## src/rtl/clkfail_pkg.sv

```systemverilog
package clkfail_pkg;

    typedef enum logic [0:0] {
        DET_RUN  = 1'b0,
        DET_HALT = 1'b1
    } det_state_e;

    typedef enum logic [0:0] {
        FLG_CLEAR   = 1'b0,
        FLG_LATCHED = 1'b1
    } flag_state_e;

    localparam int BIT_EN   = 0;
    localparam int BIT_SEL  = 1;
    localparam int BIT_FLAG = 2;
    localparam int BIT_MON  = 3;
    localparam int BIT_RSV  = 6;
    localparam int BIT_ACT  = 7;
    localparam int REG_W    = 8;

endpackage

```

## src/rtl/clkfail_sync.sv

```systemverilog
module clkfail_sync #(
    parameter int STAGES = 2
) (
    input  logic clk,
    input  logic rst_n,
    input  logic d,
    output logic q
);
    logic [STAGES-1:0] shift_q;

    generate
        if (STAGES == 1) begin : g_single
            always_ff @(posedge clk or negedge rst_n) begin
                if (!rst_n) shift_q <= '0;
                else        shift_q <= d;
            end
        end else begin : g_chain
            always_ff @(posedge clk or negedge rst_n) begin
                if (!rst_n) shift_q <= '0;
                else        shift_q <= {shift_q[STAGES-2:0], d};
            end
        end
    endgenerate

    assign q = shift_q[STAGES-1];
endmodule

```

## src/rtl/clkfail_watch.sv

```systemverilog
module clkfail_watch
    import clkfail_pkg::*;
#(
    parameter int STOP_CYC      = 16,
    parameter int RESTART_EDGES = 8
) (
    input  logic clk,
    input  logic rst_n,
    input  logic lvl,
    output logic halted,
    output logic stop_hit,
    output logic restart_hit
);
    localparam int IW = (STOP_CYC > 1) ? $clog2(STOP_CYC) : 1;
    localparam int EW = (RESTART_EDGES > 1) ? $clog2(RESTART_EDGES) : 1;
    localparam logic [IW-1:0] LAST_IDLE = IW'(STOP_CYC - 1);
    localparam logic [EW-1:0] LAST_EDGE = EW'(RESTART_EDGES - 1);

    det_state_e    state_q, state_d;
    logic [IW-1:0] idle_q, idle_d;
    logic [EW-1:0] ecnt_q, ecnt_d;
    logic          lvl_d;
    logic          rise;

    assign rise = lvl & ~lvl_d;

    // state register
    always_ff @(posedge clk or negedge rst_n) begin
        if (!rst_n) begin
            state_q <= DET_RUN;
            idle_q  <= '0;
            ecnt_q  <= '0;
            lvl_d   <= 1'b0;
        end else begin
            state_q <= state_d;
            idle_q  <= idle_d;
            ecnt_q  <= ecnt_d;
            lvl_d   <= lvl;
        end
    end

    // next state
    always_comb begin
        state_d = state_q;
        idle_d  = idle_q;
        ecnt_d  = ecnt_q;
        unique case (state_q)
            DET_RUN: begin
                if (rise) begin
                    idle_d = '0;
                end else if (idle_q == LAST_IDLE) begin
                    state_d = DET_HALT;          // quiet timeout
                    idle_d  = '0;
                    ecnt_d  = '0;
                end else begin
                    idle_d = idle_q + 1'b1;
                end
            end
            DET_HALT: begin
                if (rise) begin
                    idle_d = '0;
                    if (ecnt_q == LAST_EDGE) begin
                        state_d = DET_RUN;       // edge quota
                        ecnt_d  = '0;
                    end else begin
                        ecnt_d = ecnt_q + 1'b1;
                    end
                end else if (idle_q == LAST_IDLE) begin
                    idle_d = '0;                 // quiet relapse
                    ecnt_d = '0;
                end else begin
                    idle_d = idle_q + 1'b1;
                end
            end
            default: begin
                state_d = DET_RUN;
                idle_d  = '0;
                ecnt_d  = '0;
            end
        endcase
    end

    // outputs
    always_comb begin
        halted      = (state_q == DET_HALT);
        stop_hit    = (state_q == DET_RUN)  && (state_d == DET_HALT);
        restart_hit = (state_q == DET_HALT) && (state_d == DET_RUN);
    end

    assert_idle_range_R3: assert property (@(posedge clk) disable iff (!rst_n)
        idle_q <= LAST_IDLE);
    assert_edge_keeps_run_R3: assert property (@(posedge clk) disable iff (!rst_n)
        (state_q == DET_RUN && rise) |=> state_q == DET_RUN);
    assert_quiet_keeps_halt_R4: assert property (@(posedge clk) disable iff (!rst_n)
        (state_q == DET_HALT && !rise) |=> state_q == DET_HALT);
endmodule

```

## src/rtl/clkfail_regs.sv

```systemverilog
module clkfail_regs
    import clkfail_pkg::*;
(
    input  logic             clk,
    input  logic             rst_n,
    input  logic             stop_rst,
    input  logic             bus_wr,
    input  logic             wr_unlock,
    input  logic             clk_lock,
    input  logic [REG_W-1:0] wdata,
    input  logic             pll_sel,
    input  logic             halted,
    input  logic             stop_hit,
    input  logic             restart_hit,
    output logic [REG_W-1:0] rdata,
    output logic             clk_sel,
    output logic             irq,
    output logic             rst_req
);
    flag_state_e fst_q, fst_d;
    logic en_q, sel_q, act_q, rsv_q;
    logic sel_d, irq_q, irq_d, rreq_q, rreq_d;
    logic wr_ok, evt, sw_clear;
    logic unused_wbits;

    assign unused_wbits = ^wdata[5:3];
    assign wr_ok    = bus_wr & wr_unlock;
    assign evt      = en_q & (stop_hit | restart_hit);
    assign sw_clear = wr_ok & ~wdata[BIT_FLAG];

    // state register
    always_ff @(posedge clk or negedge rst_n) begin
        if (!rst_n) begin
            fst_q  <= FLG_CLEAR;
            en_q   <= 1'b0;
            sel_q  <= 1'b0;
            act_q  <= 1'b0;
            rsv_q  <= 1'b0;
            irq_q  <= 1'b0;
            rreq_q <= 1'b0;
        end else if (stop_rst) begin
            fst_q  <= FLG_CLEAR;
            irq_q  <= 1'b0;
            rreq_q <= 1'b0;
        end else begin
            fst_q  <= fst_d;
            sel_q  <= sel_d;
            irq_q  <= irq_d;
            rreq_q <= rreq_d;
            if (wr_ok) begin
                if (!clk_lock) en_q <= wdata[BIT_EN];
                act_q <= wdata[BIT_ACT];
                rsv_q <= wdata[BIT_RSV];
            end
        end
    end

    // flag transitions
    always_comb begin
        fst_d = fst_q;
        unique case (fst_q)
            FLG_CLEAR:   if (evt) fst_d = FLG_LATCHED;
            FLG_LATCHED: if (sw_clear && !evt) fst_d = FLG_CLEAR;
            default:     fst_d = FLG_CLEAR;
        endcase
    end

    // outputs and select
    always_comb begin
        sel_d = sel_q;
        if (wr_ok) sel_d = wdata[BIT_SEL];
        if (en_q && act_q && stop_hit && !pll_sel) sel_d = 1'b1;
        irq_d  = evt && act_q && (fst_q == FLG_CLEAR);
        rreq_d = en_q && !act_q && stop_hit;
    end

    always_comb begin
        rdata           = '0;
        rdata[BIT_EN]   = en_q;
        rdata[BIT_SEL]  = sel_q;
        rdata[BIT_FLAG] = (fst_q == FLG_LATCHED);
        rdata[BIT_MON]  = halted;
        rdata[BIT_RSV]  = rsv_q;
        rdata[BIT_ACT]  = act_q;
    end

    assign clk_sel = sel_q;
    assign irq     = irq_q;
    assign rst_req = rreq_q;

    assert_locked_write_R1: assert property (@(posedge clk) disable iff (!rst_n)
        !(bus_wr && wr_unlock) |=> $stable(act_q) && $stable(rsv_q));
    assert_irq_on_rise_R5: assert property (@(posedge clk) disable iff (!rst_n)
        irq_q |-> (fst_q == FLG_LATCHED) && ($past(fst_q) == FLG_CLEAR));
    assert_flag_sticky_R6: assert property (@(posedge clk) disable iff (!rst_n)
        (fst_q == FLG_LATCHED && !(bus_wr && wr_unlock && !wdata[BIT_FLAG]) && !stop_rst)
        |=> fst_q == FLG_LATCHED);
    assert_pll_keeps_sel_R8: assert property (@(posedge clk) disable iff (!rst_n)
        (pll_sel && !(bus_wr && wr_unlock)) |=> $stable(sel_q));
    assert_lock_freezes_en_R10: assert property (@(posedge clk) disable iff (!rst_n)
        clk_lock |=> $stable(en_q));
    assert_detrst_keeps_R11: assert property (@(posedge clk) disable iff (!rst_n)
        stop_rst |=> $stable(en_q) && $stable(act_q) && $stable(sel_q) && $stable(rsv_q));
    assert_disabled_quiet_R12: assert property (@(posedge clk) disable iff (!rst_n)
        (!en_q && !stop_rst) |=> !irq_q && !rreq_q);
endmodule

```

## src/rtl/clkfail_ctrl.sv

```systemverilog
module clkfail_ctrl
    import clkfail_pkg::*;
#(
    parameter int SYNC_STAGES   = 2,
    parameter int STOP_CYC      = 16,
    parameter int RESTART_EDGES = 8
) (
    input  logic             clk_osc,
    input  logic             rst_n,
    input  logic             stop_rst,
    input  logic             mclk,
    input  logic             pll_sel,
    input  logic             wr_unlock,
    input  logic             clk_lock,
    input  logic             bus_wr,
    input  logic [REG_W-1:0] bus_wdata,
    output logic [REG_W-1:0] bus_rdata,
    output logic             clk_sel,
    output logic             irq,
    output logic             rst_req
);
    logic mclk_s, halted, stop_hit, restart_hit;

    clkfail_sync #(.STAGES(SYNC_STAGES)) u_sync (
        .clk   (clk_osc),
        .rst_n (rst_n),
        .d     (mclk),
        .q     (mclk_s)
    );

    clkfail_watch #(.STOP_CYC(STOP_CYC), .RESTART_EDGES(RESTART_EDGES)) u_watch (
        .clk         (clk_osc),
        .rst_n       (rst_n),
        .lvl         (mclk_s),
        .halted      (halted),
        .stop_hit    (stop_hit),
        .restart_hit (restart_hit)
    );

    clkfail_regs u_regs (
        .clk         (clk_osc),
        .rst_n       (rst_n),
        .stop_rst    (stop_rst),
        .bus_wr      (bus_wr),
        .wr_unlock   (wr_unlock),
        .clk_lock    (clk_lock),
        .wdata       (bus_wdata),
        .pll_sel     (pll_sel),
        .halted      (halted),
        .stop_hit    (stop_hit),
        .restart_hit (restart_hit),
        .rdata       (bus_rdata),
        .clk_sel     (clk_sel),
        .irq         (irq),
        .rst_req     (rst_req)
    );
endmodule

```

## config.mk

```make
export PLATFORM = sky130hd
export DESIGN_NAME = clkfail_ctrl
export DESIGN_NICKNAME = d
export VERILOG_FILES = /design/src/rtl/clkfail_pkg.sv /design/src/rtl/clkfail_sync.sv /design/src/rtl/clkfail_watch.sv /design/src/rtl/clkfail_regs.sv /design/src/rtl/clkfail_ctrl.sv
export SDC_FILE = /design/constraint.sdc
export NUM_CORES = 1
export LEC_CHECK = 0
export BUFFER_PORTS_ARGS = -buffer_cell sky130_fd_sc_hd__buf_2
export CAP_MARGIN = 5
export CELL_PAD_IN_SITES_DETAIL_PLACEMENT = 1
export CELL_PAD_IN_SITES_GLOBAL_PLACEMENT = 2
export CORE_ASPECT_RATIO = 0.75
export CORE_MARGIN = 1
export CORE_UTILIZATION = 29
export CTS_BUF_LIST = sky130_fd_sc_hd__clkbuf_4 sky130_fd_sc_hd__clkbuf_8
export CTS_CLUSTER_DIAMETER = 200
export DETAILED_ROUTE_END_ITERATION = 16
export GPL_TIMING_DRIVEN = 0
export PLACE_DENSITY_LB_ADDON = 0.1
export RECOVER_POWER = 50
export SYNTH_ARGS = -nofsm -noshare
export SYNTH_HDL_FRONTEND = slang
export SYNTH_HIERARCHICAL = 1
export SYNTH_SLANG_ARGS = --single-unit
```

## constraint.sdc

```tcl
create_clock -name clk_osc -period 1.3 [get_ports clk_osc]
set_input_delay 0.13 -clock clk_osc [delete_from_list [all_inputs] [get_ports clk_osc]]
set_output_delay 0.13 -clock clk_osc [all_outputs]
set_load 0.01 [all_outputs]
```

Yosys cells after proc, flatten, opt, wreduce, memory -nomap -nowiden:

Cells that the tools add are included.

* add/sub/neg operators: 2
* reduce and logical (&&, ||, !) cells: 17
* multiplexer cells: 20
* equal/unequal tests: 3
* bitwise logic cells: 12

Operators with widths (number)
* 3-bit two-way mux: 4
* 1-bit two-way mux: 11
* 1-bit logical AND: 10
* 4-bit two-way mux: 2
* 1-bit inverter: 7
* 3-bit one-hot mux with 2 select lines: 1
* 4-bit by 1-bit adder with 4-bit output (second input constant): 1
* 1-bit bitwise AND: 4
* 4-bit equality test (second input constant): 1
* 1-bit one-hot mux with 2 select lines: 2
* 2-bit AND reduction: 2
* 3-bit by 1-bit adder with 3-bit output (second input constant): 1
* 3-bit equality test (second input constant): 1
* 1-bit zero test: 3
* 3-bit AND reduction: 1
* 2-bit != test (second input constant): 1
* 2-bit nonzero test: 1
* 1-bit bitwise OR: 1

* input port bits: 16
* output and inout bits: 11
* register bits: 18
* word-level logic and storage cells: 66

Logic depth before layout (Yosys ltp):

Gate-level depths: netlist of run 1.

* depth in word-level cells: 13
* depth in mapped cells: 5
* gate-level depth less buffers: 5

Modules after synthesis:

Netlist of run 1, hierarchy kept.

By module, submodules not included
* clkfail_watch: area an instance 424.2 µm², instances 1, cells each 39, seq. area each 225.2 µm²
* clkfail_regs: area an instance 362.8 µm², instances 1, cells each 31, seq. area each 175.2 µm²
* clkfail_sync: area an instance 50.0 µm², instances 1, cells each 2, seq. area each 50.0 µm²

Least setup slack after synthesis of run 1:

OpenSTA, ideal clock, no wires.

* path kind: register to register
* start point: register u_watch.ecnt_q[0]
* end point: register u_regs.fst_q
* arrival: 1187 ps
* buffers on the path: 0
* clock period less this slack: 1317 ps
* setup slack: -17 ps
* library setup time: 131 ps
* data required time: 1169 ps
* stages on the path, launching flop included: 6
* path through: dfrtp_1 > ha_1 > ha_1 > and3_2 > o21ai_0 > a21oi_1

* cells in the longest elaborated chain, start to end: 13
* elaborated cells between the ends (all ways): 15
* classes of those cells: eq/ne: 1; mux: 7; bitwise: 3; reduce/logical: 4

Ends and longest elaborated chain
* start: declaration: line clkfail_watch.sv:21 `logic [EW-1:0] ecnt_q, ecnt_d;`
* start signal: assignment: line clkfail_watch.sv:37 `ecnt_q <= ecnt_d;`
* 3-bit equality test (*): line clkfail_watch.sv:62 `if (ecnt_q == LAST_EDGE) begin`
* 1-bit two-way mux (*): line clkfail_watch.sv:62
* 1-bit two-way mux (*): line clkfail_watch.sv:60 `if (rise) begin`
* 1-bit one-hot mux with 2 select lines (*): line clkfail_watch.sv:47 `unique case (state_q)`
* 1-bit inverter (*): line clkfail_watch.sv:87 `restart_hit = (state_q == DET_HALT) && (state_d == DET_RUN);`
* 1-bit logical AND (*): line clkfail_watch.sv:87
* named net restart_hit: line clkfail_ctrl.sv:22 `logic mclk_s, halted, stop_hit, restart_hit;`
* 1-bit bitwise OR (*): line clkfail_regs.sv:28 `assign evt = en_q & (stop_hit | restart_hit);`
* 1-bit bitwise AND (*): line clkfail_regs.sv:28
* 1-bit zero test: line clkfail_regs.sv:63 `FLG_LATCHED: if (sw_clear && !evt) fst_d = FLG_CLEAR;`
* 1-bit logical AND: line clkfail_regs.sv:63
* 1-bit two-way mux: line clkfail_regs.sv:63
* 1-bit one-hot mux with 2 select lines (*): line clkfail_regs.sv:61 `unique case (fst_q)`
* 1-bit two-way mux (*): line clkfail_regs.sv:41 `end else if (stop_rst) begin`
* end signal: assignment: line clkfail_regs.sv:46 `fst_q <= fst_d;`
* end: declaration: line clkfail_regs.sv:20 `flag_state_e fst_q, fst_d;`

Mark *: on every way through the listed nets, which the timed path passes. The rest lies on a longest branch.
A chain may end at the register's enable or synchronous reset.

Worst setup path after layout of run 1:

* start point: register u_watch.ecnt_q[0]
* end point: register u_watch.ecnt_q[0]

* cells in the longest elaborated chain, start to end: 4
* elaborated cells between the ends (all ways): 7
* classes of those cells: add/sub: 1; eq/ne: 1; mux: 5

Ends and longest elaborated chain (line)
* 3-bit by 1-bit adder with 3-bit output / 3-bit equality test (equally long branches): clkfail_watch.sv:66, clkfail_watch.sv:62
* 3-bit two-way mux: clkfail_watch.sv:62
* 3-bit two-way mux: clkfail_watch.sv:60
* 3-bit one-hot mux with 2 select lines (*): clkfail_watch.sv:47

Mark *: on every way between the ends. The rest lies on a longest branch, timed or not. The select of a mux whose other input is x is not followed.

==> results.cfg, run 1 <==
[run_status]
status = finished, final reports clean

[synth]
syn_area_per_cell_um2 = 11.6
synth_top_family_by_area = simple AND/OR/NAND/NOR gates
syn_area_um2 = 837
synth_fa_ha_area_share_pct = 4.48
synthXorXnorAreaFrac_pct = 1.05
synth-async-reset-ratio_pct = 100
ys_types = 29
synth_compound_area_share_pct = 7.47
synth.area.mux_share_pct = 5.68
netlist.top_cell.by_area = dfrtp_1
netlist.area_leader.share_pct = 53.8
syn_inst = 72
ys_top_cells_by_area = dfrtp_1 (54%), buf_4 (8.1%), ha_1 (4.5%)
synth_flop_cell = dfrtp_1
yosysWarnings = 6
synth_edf_count = 0
ys_ff_latch = 18
ys_seq_area_share_pct = 53.8
yosys.area_share.simple_pct = 18.5

[power_and_ir_drop]
p_int_mw = 1.21
p_switching_mw = 0.484
pwr-share-clk_pct = 26.4
swShare_pct = 28.5
p_per_area_nw_per_um2 = 1430
power_frac_seq_pct = 46.2
pwr-share-comb_pct = 27.4
vdd_drop_max_uv = 680
leakage_nw = 0.578

[layout]
drive_gt1_share_pct = 55.7
post-route-util_pct = 44.3
syn_to_final_growth_pct = 42.0
fill_cells = 309
nNetsFinal = 126
design_area_um2 = 1190
antenna_cells = 0

[detailed_routing]
drt_iter0_drc = 4
detail-route-antenna-nets = 0
wl_per_cell_um = 12.0
drcViolationCount = 0
via_per_inst = 4.43
dr.pass1.iters = 4
num_vias = 629
drt-total-wl_um = 1700

[die]
start_util_pct = 31.2
fp.dieH_um = 48.5
dieArea_um2 = 3110
io_pins = 27
rows = 16
fp.dieW_um = 64.0
coreArea_um2 = 2680

[clocking]
clk_pin_slew_ns = 0.07
cts_max_level = 1
worst_skew_pair.late_latency_ns = 0.25
cts-root-buf = clkbuf_8
cts.sink_count = 18
cts_tree = yes
cts_buffers = 3
clockBufferDepth = 2

[grt]
grt-ovfl-total = 0
grt_max_degree = 19
track_usage_pct = 13.1
antenna_found_initial = 0
grt_pass1_vias = 665
grt_pass1_wl_um = 3080

[critical_path]
cp.required_ns = 1.48
crit_path_cell_trace = ha_2, ha_4, or3_4, o21ai_2
cp-end-kind = register
path_class = reg -> reg
cp_slowest_cell = dfrtp_1
cp.arrival_ns = 1.44
max_stage_delay_ns = 0.39
worstPathMaxFanout = 3
critPathLaunchType = register

[sta]
worst_slack_ns = 0.0382
fmax_mhz = 793
hold_violations = 0
fin_skew_ns = 0.000847
rsz0062_at_grt = true
min_period_ns = 1.26
setup_violations = 0
finalCritPeriodShare_pct = 97.1
drv_slew = 0

[placed_design]
port_buffers = 21
pre_cts_slack_ns = -0.186
hpwl_um = 1220
globalplace.congestion = 0.713
placed_area_um2 = 991

[flow_run]
maxCapViolations = 0

[worst_hold_path]
min_path_type = in -> reg
[per-layer routing]
layer  part of all wire, %  GRT usage, %  up-vias
met5                     0             0        -
met4                  0.24          2.27        0
met3                   5.2          4.95        2
met2                    45          19.7       14
met1                    49          17.9      309
li1                      -             -      304
[metrics by stage]
step | power [mW] | hold slack [ns] | setup TNS, ns | instances
floorplan | 0.986 | -0.166 | 0 | 73
global placement | 1.10 | 0.0878 | -0.395 | 130
detailed placement | 1.11 | 0.0870 | -0.408 | 130
CTS | 1.69 | 0.0842 | 0 | 141
global route | 1.82 | 0.0821 | -0.0119 | 142
finish | 1.70 | 0.0804 | 0 | 142
[registers in the layout (all words and copies together) (netlist names)]
| name | count |
|---|---|
| u_regs/rst_req | 1 |
| u_regs/irq | 1 |
| u_regs/fst_q | 1 |
| u_watch/halted | 1 |
| u_regs/act_q | 1 |
| u_watch/lvl_d | 1 |
| u_regs/clk_sel | 1 |
| u_regs/rsv_q | 1 |
| u_regs/en_q | 1 |
| u_sync/shift_q | 2 |
| u_watch/idle_q | 4 |
| u_watch/ecnt_q | 3 |
[path summary, 6_finish.rpt]
kind	start	to	slack [ns]	cells after the start
setup / recovery	u_watch/ecnt_q[0]	u_watch/ecnt_q[0]	0.04	4
hold / removal	stop_rst	u_regs/fst_q	0.08	2
setup reg to reg	u_watch/ecnt_q[0]	u_watch/ecnt_q[0]	0.04	4
hold reg to reg	u_sync/shift_q[0]	u_sync/shift_q[1]	0.36	0
max in group asynchronous	rst_n	u_watch/idle_q[3]	0.63	2
min in group asynchronous	rst_n	u_regs/irq	0.36	2
[cells in the final DEF (no fill, tap or decap), drive strengths merged, types with 2 or more instances in the layout]
| cell | n |
|---|---|
| a21oi | 3 |
| dfrtp | 18 |
| nor2 | 4 |
| nand2 | 5 |
| nand3 | 3 |
| mux2 | 3 |
| nand3b | 3 |
| clkbuf | 5 |
| conb | 2 |
| ha | 3 |
| dlygate4sd3 | 2 |
| o21ai | 7 |
| nor2b | 2 |
| buf | 35 |
[worst max-delay path, delay by kind of cell, from the launching register on]
family	cells	cell delay, ns
AOI/OAI and AO/OA	1	0.07
adders and majority gates	2	0.38
DFF	1	0.39
and+or+nand+nor	1	0.36
[cell families (layout without fill, tap and decap cells)]
kind of cell               after synthesis  after routing
other                                    1              2
xor gates and xnor gates                 1              1
buffers and inverters                   10             43
AOI/OAI and AO/OA                       11             11
muxes                                    4              4
and+or+nand+nor                         24             24
DFF                                     18             18
adders and majority gates                3              3
[cell usage after synthesis (2+ instances only)]
master	number
o21ai_1	2
nor2_2	2
nand2_1	5
o21ai_0	4
mux2_2	2
ha_1	3
nor2b_1	2
buf_4	9
dfrtp_1	18
nor2_1	2
nand3_1	3
a21oi_1	3
[what timing repair did]
action,CTS,global route
setup endpoints to repair,5,7
gates resized for setup,12,4
pin swaps,7,6
hold buffers,2,0
setup buffers,5,2
endpoints found under the hold margin,19,0
[power groups by stage]
stage          Sequential, mW  Combinational (mW)  Clock, mW
6_report                0.784               0.464      0.448
5_1_grt                 0.802               0.521      0.496
4_1_cts                 0.784               0.438      0.470
3_5_place_dp            0.776               0.336          0
3_3_place_gp            0.770               0.329          0
2_1_floorplan           0.748               0.238          0
[cell type report]
class / count / area (um2) / area share, %
plain buffers: 8 / 60.1 / 5.05
clock buffers: 4 / 55.1 / 4.63
inverters: 1 / 3.75 / 0.316
multi-input cells: 45 / 397 / 33.4
flip-flops and latches: 18 / 450 / 37.9
well taps: 36 / 45.0 / 3.79
repair buffers: 30 / 178 / 14.9
(Power assumes the default switching activity.)
==> inputs of run 2 (changes only) <==
ABC_AREA = 1   (was not set)
CORE_UTILIZATION = 27   (was 29)
==> run 2 against run 1 <==
Net effect:
- critical path depth increased by 2
- setup slack got worse by 0.0097 ns
- sequential power increased by 0.6%
- maximum frequency decreased by 0.77%
- count of clock-buffer cells in the layout unchanged
- sequential cell count unchanged
- clock skew increased by 0.0035 ns
- hold slack got worse by 0.0032 ns
==> results.cfg, run 2 <==
[critical_path]
crit_path_cell_trace = ha_4, nand4_1, nor2_2, buf_4, o21ai_2, a21oi_2
cp_slowest_cell = dfrtp_1
worstPathMaxFanout = 4
path_class = reg -> reg
r2r-end = u_regs/fst_q
cp.required_ns = 1.44
reg2reg_slack_ns = 0.03
cp-end-kind = register
crit_buf_inv = 1
cp.arrival_ns = 1.41
critical_path.top_delay_family = flip-flops
r2r_cells = 6
r2r_start = u_watch/idle_q[1]
max_stage_delay_ns = 0.42
critPathLaunchType = register

[grt]
grt-ovfl-total = 0
track_usage_pct = 12.5
grt_max_degree = 19
antenna_found_initial = 0
grt_pass1_wl_um = 2950
grt_pass1_vias = 631

[die]
io_pins = 27
rows = 17
dieArea_um2 = 3370
start_util_pct = 28.7
fp.dieW_um = 66.7
coreArea_um2 = 2960
fp.dieH_um = 50.5

[sta]
hold_violations = 0
min_period_ns = 1.27
fmax_mhz = 786
fin_skew_ns = 0.00438
finalCritPeriodShare_pct = 97.8
timing.hold.ws_ns = 0.0772
rsz0062_at_grt = true
drv_slew = 0
setup_violations = 0

[power_and_ir_drop]
vdd_drop_max_uv = 694
pwr-share-comb_pct = 24.1
power_frac_seq_pct = 48.2
p_int_mw = 1.14
pwr-share-clk_pct = 27.7
leakage_nw = 0.611
power_mw = 1.64
p_per_area_nw_per_um2 = 1400
swShare_pct = 30.6
p_switching_mw = 0.501

[detailed_routing]
drt-total-wl_um = 1740
drcViolationCount = 0
wl_per_cell_um = 10.8
drt_iter0_drc = 10
detail-route-antenna-nets = 0
num_vias = 700
via_per_inst = 4.32
dr.pass1.iters = 3

[synth]
ys_top_cells_by_count = dfrtp_1 (18), nand2_1 (18), buf_4 (8), inv_1 (8), nor2_1 (8)
ys_top_cells_by_area = dfrtp_1 (53%), nand2_1 (8.0%), buf_4 (7.1%)
yosysWarnings = 6
ys_seq_area_share_pct = 53.2
synth_flop_cell = dfrtp_1
synth_compound_area_share_pct = 5.61
syn_inst = 91
netlist.area_leader.share_pct = 53.2
syn_area_per_cell_um2 = 9.31
synth_top_family_by_area = simple AND/OR/NAND/NOR gates
ys_types = 20
synth.area.mux_share_pct = 0
ys_ff_latch = 18
synth_edf_count = 0
synth_fa_ha_area_share_pct = 4.43
synth-async-reset-ratio_pct = 100
netlist.top_cell.by_area = dfrtp_1
syn_area_um2 = 847
synthXorXnorAreaFrac_pct = 0
yosys.area_share.simple_pct = 25.3

[worst_hold_path]
min_path_cells = 3
min_from = bus_wdata[0]
min_path_type = in -> reg
whs_endpoint = u_regs/en_q

[layout]
antenna_cells = 0
layout_common_cells = buf_2 (20), nand2_1 (18), dfrtp_1 (17)
drive_gt1_share_pct = 45.2
reg.largest.list = u_watch/idle_q (4), u_watch/ecnt_q (3), u_sync/shift_q (2)
ff_latch_area_um2 = 452
largest_register_ffs = 4
largest-register = u_watch/idle_q
post-route-util_pct = 39.6
fill_cells = 366
syn_to_final_growth_pct = 38.3
mostFrequentLayoutCell = buf_2
nNetsFinal = 144
multiInputGateArea_um2 = 360

[placed_design]
port_buffers = 21
globalplace.congestion = 0.653
hpwl_um = 1330

[clocking]
cts_max_level = 1
cts-root-buf = clkbuf_8
cts_buffers = 3
clockBufferDepth = 2
cts_tree = yes
worst_skew_pair.late_latency_ns = 0.25
clk_pin_slew_ns = 0.07
cts.sink_count = 18

[run_status]
status = finished, final reports clean

[flow_run]
maxCapViolations = 0
==> run 2: cell families (layout without fill, tap and decap cells) <==
logic type / Yosys count / in the layout
DFF: 18 / 18
buffers and inverters: 17 / 49
and+or+nand+nor: 43 / 43
adders and majority gates: 3 / 3
other: 1 / 2
AOI/OAI and AO/OA: 9 / 9
==> run 2: worst max path at each step <==
stage                     cells after the start              start           end
after floorplan                               6  u_watch/ecnt_q[0]  u_regs/fst_q
after global placement                        6  u_watch/ecnt_q[0]  u_regs/fst_q
after detailed placement                      6  u_watch/ecnt_q[0]  u_regs/fst_q
after CTS                                     6  u_watch/ecnt_q[0]  u_regs/fst_q
after global routing                          6  u_watch/idle_q[1]  u_regs/fst_q
final                                         6  u_watch/idle_q[1]  u_regs/fst_q
==> run 2: power by group through the flow <==
| stage | logic [mW] | clock network, mW | registers (mW) |
|---|---|---|---|
| final | 0.394 | 0.453 | 0.789 |
| after global routing | 0.453 | 0.501 | 0.810 |
| after CTS | 0.377 | 0.484 | 0.778 |
| after detailed placement | 0.353 | 0 | 0.790 |
| after global placement | 0.340 | 0 | 0.785 |
| after floorplan | 0.239 | 0 | 0.760 |
==> run 2: layer usage <==
layer,wire [um],vias to the layer above,track usage (%),share of wire (%)
met5,0,-,0,0
met4,37,0,6.38,2.1
met3,110,4,5.00,6.3
met2,746,16,17.8,43
met1,848,329,16.1,49
li1,-,351,-,-
==> run 2: through the flow <==
| stage | instances | area (um2) | setup slack, ns | TNS, ns |
|---|---|---|---|---|
| after global placement | 151 | 1000 | -0.0706 | -0.116 |
| after floorplan | 92 | 851 | 0.0659 | 0 |
| after detailed placement | 151 | 1000 | -0.0994 | -0.168 |
| final | 162 | 1170 | 0.0285 | 0 |
| after CTS | 158 | 1100 | 0.00877 | 0 |
| after global routing | 162 | 1170 | -0.0435 | -0.0935 |
==> run 2: worst register-to-register path, stage by stage, from the launching register on <==
cell     delay, ns
dfrtp_1       0.42
ha_4          0.19
nand4_1       0.10
nor2_2        0.06
buf_4         0.13
o21ai_2       0.19
a21oi_2       0.08
==> run 2: what timing repair did <==
item / in CTS / in global routing
hold endpoints to repair: 19 / 0
hold buffers: 2 / 0
setup buffers: 1 / 4
gates resized for setup: 5 / 10
setup endpoints to repair: 3 / 4
pin swaps: 4 / 6
==> run 2: layout make-up <==
type                            instances  area share [%]
Inverter                                9            2.88
Clock buffer                            4            4.70
Sequential cell                        18            38.6
Multi-Input combinational cell         57            30.8
Tap cell                               38            4.06
Buffer                                  8            5.13
Timing Repair Buffer                   28            13.9
==> inputs of run 3 (changes only) <==
HOLD_SLACK_MARGIN = 0.12   (was not set)
==> run 3 against run 2 <==
Net effect:
- maximum frequency hardly changed
- final cell count is 1.9% higher
- utilization rose by 1.0 points
- non-clock buffer count up 3
- critical path depth is the same
- sequential power about the same
- sequential share of layout area fell by 0.96 points
- hold slack better by 0.037 ns
- critical path type unchanged
- clock skew down 0.00076 ns
- setup slack about the same
- cell area rose by 2.6%
==> results.cfg, run 3 (synthesis results as in run 2) <==
[grt]
grtUsageMet1_pct = 16.7
grt_busiest_layer = met2
grt-ovfl-total = 0
grt_max_degree = 19
antenna_found_initial = 0
track_usage_pct = 12.9
grtUsageMet3_pct = 5.00
grt_pass1_vias = 663
met2_usage_pct = 18.5
grt_pass1_wl_um = 3040

[detailed_routing]
drt-total-wl_um = 1790
drcViolationCount = 0
detail-route-antenna-nets = 0
drt_iter0_drc = 16
num_vias = 711
via_per_inst = 4.31
dr.pass1.iters = 3
wl_per_cell_um = 10.8

[placed_design]
dpl.cell_count = 151
placed_area_um2 = 1000
pre_cts_slack_ns = -0.0994
port_buffers = 21
globalplace.congestion = 0.653
hpwl_um = 1330

[die]
fp.dieW_um = 66.7
fp.dieH_um = 50.5
coreArea_um2 = 2960
start_util_pct = 28.7
dieArea_um2 = 3370
rows = 17
io_pins = 27

[clocking]
clk_pin_slew_ns = 0.07
cts.sink_count = 18
cts_buffers = 3
cts-root-buf = clkbuf_8
cts_max_level = 1
clockBufferDepth = 2
worst_skew_pair.late_latency_ns = 0.25
cts_tree = yes

[critical_path]
worstPathMaxFanout = 4
startpoint = u_watch/idle_q[1]
r2r-end = u_regs/fst_q
critPathLaunchType = register
cp-end-kind = register
r2r_start = u_watch/idle_q[1]
path_class = reg -> reg
reg2reg_slack_ns = 0.03
cp.arrival_ns = 1.41
r2r_cells = 6
cp.required_ns = 1.44

[flow_run]
maxCapViolations = 0

[power_and_ir_drop]
power_mw = 1.64
vdd_drop_max_uv = 689
p_per_area_nw_per_um2 = 1370
leakage_nw = 0.624

[sta]
tns_ns = 0
setup_violations = 0
drv_slew = 0
min_period_ns = 1.27
fmax_mhz = 786
finalCritPeriodShare_pct = 97.8
timing.hold.ws_ns = 0.114
hold_violations = 0
rsz0062_at_grt = true
fin_skew_ns = 0.00362
worst_slack_ns = 0.0284

[layout]
nNetsFinal = 147
syn_to_final_growth_pct = 41.8
post-route-util_pct = 40.6
layout_common_cells = buf_2 (20), nand2_1 (18), dfrtp_1 (17)
reg.largest.list = u_watch/idle_q (4), u_watch/ecnt_q (3), u_sync/shift_q (2)
drive_gt1_share_pct = 44.1
largest_register_ffs = 4
antenna_cells = 0
mostFrequentLayoutCell = buf_2
final-instance-count-excl-fill = 165
design_area_um2 = 1200
largest-register = u_watch/idle_q

[worst_hold_path]
min_path_cells = 3
whs_endpoint = u_regs/en_q
min_path_type = in -> reg
min_from = clk_lock

[run_status]
status = finished, final reports clean
[run 3: cell types whose count changed in the layout (fill, tap and decap cells not counted)]
| cell | change |
|---|---|
| o21ai_0 | -1 |
| dlygate4sd3_1 | +3 |
| o21ai_1 | +1 |
[run 3: worst max path at each step]
stage / to / slack [ns] / cells after the start
3_3_place_gp: u_regs/fst_q / -0.07 / 6
6_report: u_regs/fst_q / 0.03 / 6
4_1_cts: u_regs/fst_q / 0.009 / 6
2_1_floorplan: u_regs/fst_q / 0.07 / 6
5_1_grt: u_regs/fst_q / -0.04 / 6
3_5_place_dp: u_regs/fst_q / -0.1 / 6
[run 3: metal layers]
metal	wire, um	vias to the layer above	share of wire, %
met4	37	0	2.1
met1	871	335	49
met2	772	16	43
li1	-	356	-
met5	0	-	0
met3	107	4	6.0
[run 3: timing repair]
| action | 4_1_cts | 5_1_grt |
|---|---|---|
| hold endpoints to repair | 23 | 0 |
| pin swaps | 4 | 6 |
| setup endpoints to repair | 3 | 5 |
| gates resized for setup | 5 | 10 |
| hold buffers | 6 | 0 |
| buffers inserted | 1 | 4 |
[run 3: power by group]
group / internal (mW) / leakage (nW) / switching (mW)
clock network: 0.269 / 0.0288 / 0.183
logic: 0.206 / 0.365 / 0.195
registers: 0.666 / 0.230 / 0.123
[run 3: critical path, stage by stage (launching register included)]
cell and delay (ns):
dfrtp_1 0.42, ha_4 0.19, nand4_1 0.10, nor2_2 0.06, buf_4 0.13, o21ai_2 0.19
a21oi_2 0.08
[run 3: area by class of cell]
class	instances	area, um2
well taps	38	47.5
multi-input cells	57	360
plain buffers	8	60.1
clock buffers	4	55.1
fillers	364	1760
inverters	9	33.8
repair buffers	31	193
flip-flops and latches	18	452
